$ cat src/rtl/uart_rx_buffer.sv
module uart_rx_buffer #(
  parameter int DEPTH = 16,
  localparam int AW = $clog2(DEPTH),
  localparam int CW = AW + 1
) (
  input  logic          clk,
  input  logic          rst_n,
  input  logic          rx_stb,
  input  logic [7:0]    rx_byte,
  input  logic          brk_stb,
  input  logic          data_rd,
  input  logic          stat_rd,
  input  logic          ctl_wr,
  input  logic [7:0]    ctl_wdata,
  input  logic [3:0]    frame_cfg,
  input  logic          baud_tick,
  output logic [7:0]    rd_byte,
  output logic [7:0]    ctl_q,
  output logic          data_ready,
  output logic          overrun,
  output logic          brk_flag,
  output logic [CW-1:0] fill,
  output logic          trig_hit,
  output logic          tmo_pend
);

  logic [7:0]    mem [DEPTH];
  logic [AW-1:0] wptr, rptr;
  logic [7:0]    hold;
  logic          hold_v;
  logic [5:0]    tmr;
  logic          tmr_run;

  wire fifo_on = ctl_q[0];
  wire flip    = ctl_wr && (ctl_wdata[0] ^ ctl_q[0]);
  wire rx_clr  = ctl_wr && (ctl_wdata[1] || flip);
  wire in_stb  = !ctl_wr && (rx_stb || brk_stb);
  wire [7:0] in_byte = brk_stb ? 8'h00 : rx_byte;
  wire rd_go   = !ctl_wr && data_rd;
  wire empty   = (fill == '0);
  wire full    = (fill == CW'(DEPTH));
  wire pop     = rd_go && fifo_on && !empty;
  wire push    = in_stb && fifo_on && (!full || pop);
  wire ovr_set = in_stb && (fifo_on ? (full && !pop) : (hold_v && !rd_go));
  wire [CW-1:0] fill_nxt = fill + CW'(push) - CW'(pop);

  logic [CW-1:0] level;
  always_comb begin
    case (ctl_q[7:6])
      2'b00:   level = CW'(1);
      2'b01:   level = CW'(4);
      2'b10:   level = CW'(8);
      default: level = CW'(14);
    endcase
  end

  wire [3:0] frame_len = 4'd7 + {2'b00, frame_cfg[1:0]} + {3'b000, frame_cfg[3]} + {3'b000, frame_cfg[2]};
  wire [5:0] limit     = {frame_len, 2'b00};
  wire restart  = fifo_on && (in_stb || (pop && fill_nxt != '0));
  wire stop_emp = pop && (fill_nxt == '0);
  wire expire   = tmr_run && baud_tick && (tmr + 6'd1 >= limit);

  assign data_ready = fifo_on ? !empty : hold_v;
  assign rd_byte    = fifo_on ? (empty ? 8'h00 : mem[rptr]) : hold;
  assign trig_hit   = fifo_on ? (fill >= level) : hold_v;

  always_ff @(posedge clk) begin
    if (push) mem[wptr] <= in_byte;
  end

  always_ff @(posedge clk or negedge rst_n) begin
    if (!rst_n) begin
      ctl_q <= '0;
      wptr <= '0;
      rptr <= '0;
      fill <= '0;
      hold <= '0;
      hold_v <= 1'b0;
    end else begin
      if (ctl_wr) ctl_q <= ctl_wdata & 8'hC9;
      if (rx_clr) begin
        wptr <= '0;
        rptr <= '0;
        fill <= '0;
        hold <= '0;
        hold_v <= 1'b0;
      end else begin
        if (push) wptr <= wptr + 1'b1;
        if (pop) rptr <= rptr + 1'b1;
        fill <= fill_nxt;
        if (!fifo_on) begin
          if (in_stb) begin
            hold <= in_byte;
            hold_v <= 1'b1;
          end else if (rd_go) begin
            hold_v <= 1'b0;
          end
        end
      end
    end
  end

  always_ff @(posedge clk or negedge rst_n) begin
    if (!rst_n) begin
      overrun <= 1'b0;
      brk_flag <= 1'b0;
    end else begin
      if (ovr_set) overrun <= 1'b1;
      else if (stat_rd) overrun <= 1'b0;
      if (rx_clr) brk_flag <= 1'b0;
      else if (brk_stb && !ctl_wr) brk_flag <= 1'b1;
      else if (stat_rd || (rd_go && (!fifo_on || fill_nxt == '0))) brk_flag <= 1'b0;
    end
  end

  always_ff @(posedge clk or negedge rst_n) begin
    if (!rst_n) begin
      tmr <= '0;
      tmr_run <= 1'b0;
      tmo_pend <= 1'b0;
    end else if (rx_clr) begin
      tmr <= '0;
      tmr_run <= 1'b0;
      tmo_pend <= 1'b0;
    end else begin
      if (restart) begin
        tmr <= '0;
        tmr_run <= 1'b1;
      end else if (stop_emp) begin
        tmr_run <= 1'b0;
      end else if (tmr_run && baud_tick) begin
        tmr <= tmr + 6'd1;
        if (expire) tmr_run <= 1'b0;
      end
      if (rd_go && fifo_on) tmo_pend <= 1'b0;
      else if (expire && !restart && !stop_emp && !empty) tmo_pend <= 1'b1;
    end
  end

endmodule

$ cat config.mk
export PLATFORM = sky130hd
export DESIGN_NAME = uart_rx_buffer
export DESIGN_NICKNAME = d
export VERILOG_FILES = /design/src/rtl/uart_rx_buffer.sv
export SDC_FILE = /design/constraint.sdc
export NUM_CORES = 1
export LEC_CHECK = 0
export BUFFER_PORTS_ARGS = -buffer_cell sky130_fd_sc_hd__buf_4
export CAP_MARGIN = 0
export CORE_MARGIN = 2
export CORE_UTILIZATION = 60
export DETAILED_ROUTE_END_ITERATION = 10
export GPL_TIMING_DRIVEN = 1
export PLACE_DENSITY = 0.91
export SYNTH_ARGS = -nofsm -noshare
export SYNTH_HDL_FRONTEND = slang
export SYNTH_SLANG_ARGS = --single-unit
$ cat constraint.sdc
create_clock -name clk -period 4.3 [get_ports clk]
set_clock_uncertainty 0.15 [all_clocks]
set_input_delay 0.86 -clock clk [delete_from_list [all_inputs] [get_ports clk]]
set_output_delay 0.86 -clock clk [all_outputs]
set_load 0.02 [all_outputs]
==> PnR_summary.wiki <==
{| class="wikitable"
! Metric !! Value
|-
| Antenna cells || 0
|-
| Overflow after GRT || 0
|-
| DRC viols || 0
|-
| Post-CTS setup buffers || 0
|-
| Initial drt markers || 461
|-
| Worst Tran Pin Value || 1.25 ns
|-
| Critical Path RT || 4.49 ns
|-
| CP peak stage delay || 0.42 ns
|-
| Ys Warns || 0
|-
| Floorplan row count || 40
|-
| Static power due to leakage || 3.15 nW
|-
| Count of input and output buffers || 46
|-
| Maximum number of pins on one net before global-route repair || 37
|-
| # setup viols final || 0
|-
| WL met1 || 6160 um
|-
| Post-route ant nets || 0
|-
| Final critical delay including setup and external delays || 3.87 ns
|-
| R2r startpoint || fill[2]$_DFF_PN0_
|-
| Met3 routed wirelength || 1210 um
|-
| Die height || 115 um
|-
| Number of global-route vias before repair || 4357
|-
| Total standard cell area after synthesis || 7390 um^2
|-
| Clock Latency Late Sink || 0.43 ns
|-
| Worst setup slack for register-to-register paths || 0.54 ns
|-
| Number of antenna violations at the first check in global routing || 0
|-
| Wire length after detailed routing || 16200 um
|-
| CP Buf/Inv Count || 2
|-
| Sink Count || 164
|-
| Global placement routability congestion || 0.808
|-
| Count of H-tree levels built during CTS || 4
|-
| Power density over the cells || 501 nW/um^2
|-
| Clock root cell || clkbuf_16
|-
| Number of enable flip-flop cells after synthesis || 128
|-
| Fraction of synthesis flops using an asynchronous set or reset pin || 0.220
|-
| Post-DR vias/cell || 6.38
|-
| Post-cts repair resize count || 0
|-
| Distinct cell type count of the synthesized netlist || 46
|-
| Final max-slew violation count || 0
|-
| Area of the core region || 12000 um^2
|-
| Hold buffer count at CTS || 0
|-
| Layout cell share with drive strength beyond 1 || 0.219
|-
| Critical path type || input port to flop
|-
| Layout overhead on the synthesized area || 13.8%
|-
| CP most frequent cell || a21oi_1
|-
| Post-synthesis cell count || 462
|-
| Prevailing post-synth register cell || edfxtp_1
|-
| Number of iterations in the first detailed-routing pass || 5
|-
| Critical path arrival || 4.06 ns
|-
| Post-synthesis sequential area ratio || 0.642
|-
| Max Buffers Root-to-Sink || 2
|-
| VDD IR max || 0.361 mV
|-
| Kind of path behind the tightest hold check || input port to async pin
|-
| Accumulated negative setup slack || 0 ns
|-
| Floorplan die width || 115 um
|-
| Synthesized area per cell || 16.0 um^2
|-
| Tcrit/Tclk final || 0.900
|-
| Detailed-route via count || 4294
|-
| Slew headroom || 0.165
|-
| Worst flop-to-flop path endpoint || tmr[2]$_DFFE_PN0P_
|-
| Half-perimeter wire length after detailed placement || 10200 um
|-
| Reported max-cap violation count || 0
|-
| Synth area leader || edfxtp_1
|-
| Highest routing layer actually used || met4
|-
| Number of cells in the finished layout apart from fillers || 673
|-
| I/O pin total || 54
|-
| Fmax || 258 MHz
|-
| Cell type of the slowest stage on the worst timing path || fa_1
|-
| Flip-flop and latch count after synthesis || 164
|-
| CTS tree || built
|-
| RSZ-0062 raised after global routing || no
|-
| Ranking of synthesized cells by area || edfxtp_1, dfrtp_1, mux4_2, mux4_1, ha_1
|-
| Kind of start point of the critical path || input port
|-
| Routed length on met2 || 8380 um
|-
| # placed instances || 641
|-
| Area share of the largest cell type after synthesis || 0.520
|-
| Wire length of the first global-routing pass || 24900 um
|-
| Final nets || 567
|-
| Endpoint kind of the worst setup timing path || flop
|-
| Outcome || finished, final reports clean
|-
| Clk pin slew, worst setup/hold paths || 0.06 ns
|-
| Total Routing Usage GR || 0.265
|-
| Wire length per cell || 24.1 um
|-
| Total CTS buffers || 17
|-
| CP Cell Sequence || buf_4 -> nand3b_1 -> nand4_1 -> nand3_1 -> o21ai_0 -> ha_1 -> inv_1 -> fa_1 -> nand2b_1 -> a21oi_1 -> xnor2_1 -> a41o_1 -> or3_1 -> a21oi_1
|-
| Die ar. || 13200 um^2
|-
| Hold Vio Cnt, Final || 0
|-
| Critical Path Fanout Max || 13
|-
| Delay-heaviest family, CP || simple AND/OR/NAND/NOR gates
|-
| Worst r2r path cells || 14
|-
| Initial cell density of the core || 0.615
|}
cell families (layout without fill, tap and decap cells):
kind of cell | Yosys count | after routing | synth area share
buffers and inverters | 56 | 117 | 0.0346
AO/OA/AOI/OAI | 49 | 49 | 0.0418
multiplexers | 51 | 51 | 0.144
XOR/XNOR | 17 | 17 | 0.0202
flip-flops | 164 | 164 | 0.642
AND/OR/NAND/NOR | 98 | 98 | 0.0708
other | 1 | 4 | 0.000508
adder cells (fa/ha/maj) | 26 | 26 | 0.0461
registers in the layout (all words and copies together) (netlist names):
signal / count
fill: 5
wptr: 4
hold: 8
rptr: 4
hold_v: 1
mem: 128
brk_flag: 1
overrun: 1
ctl_q: 4
tmr: 6
tmr_run: 1
tmo_pend: 1
report_power, final:
| part | switching [W] | internal, W |
|---|---|---|
| registers | 0.0000654 | 0.00177 |
| logic | 0.000542 | 0.000398 |
| clock network | 0.000630 | 0.000801 |
| total | 0.00124 | 0.00297 |
final cells by class:
| type | count | area [um^2] |
|---|---|---|
| Fill cell | 719 | 3610 |
| Sequential cell | 164 | 4750 |
| Clock buffer | 18 | 429 |
| Timing Repair Buffer | 50 | 388 |
| Clock inverter | 14 | 128 |
| Tap cell | 147 | 184 |
| Multi-Input combinational cell | 245 | 2400 |
| Inverter | 35 | 131 |
Yosys cell counts, types with 2 or more instances:
cell	count
nor2_1	28
buf_6	4
dfrtp_1	36
fa_1	2
inv_1	35
mux2_2	2
nand3b_1	3
xor2_1	7
a21o_1	5
a31oi_1	3
nand4_1	3
xnor2_1	10
nor2_2	2
mux2i_1	9
ha_1	24
o22ai_1	10
nor2b_1	11
mux4_2	27
or3_1	4
buf_4	4
mux4_1	13
nand2_1	15
clkbuf_1	9
o21ai_0	11
nand3_1	5
edfxtp_1	128
buf_1	4
a21oi_1	11
and2_1	17
nand2b_1	4
through the flow:
stage	cell area [um^2]	util	setup WS (ns)	total power, W	hold slack (ns)
floorplan	7400	-	0.776	0.00249	0.336
finish	8400	0.700	0.431	0.00421	0.239
detailed placement	7850	0.653	0.176	0.00277	0.341
CTS	8400	0.700	0.503	0.00421	0.241
global placement	7850	0.653	0.350	0.00272	0.333
global route	8400	0.700	0.323	0.00435	0.262
cells in the final DEF, fill, tap and decap left out, types with 2 or more instances in the layout:
master	Yosys	layout
nor2_1	28	28
o21ai_0	11	11
nand2b_1	4	4
clkinv_1	0	2
nand3b_1	3	3
inv_6	0	5
a21oi_1	11	11
clkinvlp_4	0	2
or3_1	4	4
a21o_1	5	5
xnor2_1	10	10
nor2b_1	11	11
nand3_1	5	5
nand4_1	3	3
o22ai_1	10	10
mux2_2	2	2
nand2_1	15	15
clkinv_4	0	3
inv_1	35	35
dfrtp_1	36	35
mux4_2	27	27
ha_1	24	24
mux4_1	13	13
clkbuf_16	0	17
xor2_1	7	7
a31oi_1	3	3
buf_4	4	49
and2_1	17	17
fa_1	2	2
edfxtp_1	128	128
conb_1	1	4
nor2_2	2	2
mux2i_1	9	9
worst max path at each step:
stage	cells after the start	endpoint	from
finish	14	tmr[2]$_DFFE_PN0P_	ctl_wr
global route	14	tmr[2]$_DFFE_PN0P_	ctl_wr
CTS	14	tmr[2]$_DFFE_PN0P_	ctl_wr
detailed placement	14	tmr[5]$_DFFE_PN0P_	ctl_wr
global placement	14	tmr[2]$_DFFE_PN0P_	ctl_wr
floorplan	13	tmr[5]$_DFFE_PN0P_	ctl_wr
layer usage:
layer	vias up	GRT usage
li1	1837	-
met2	227	0.436
met4	0	0.140
met3	41	0.0575
met1	2189	0.335
met5	-	0
(Power assumes the default switching activity.)
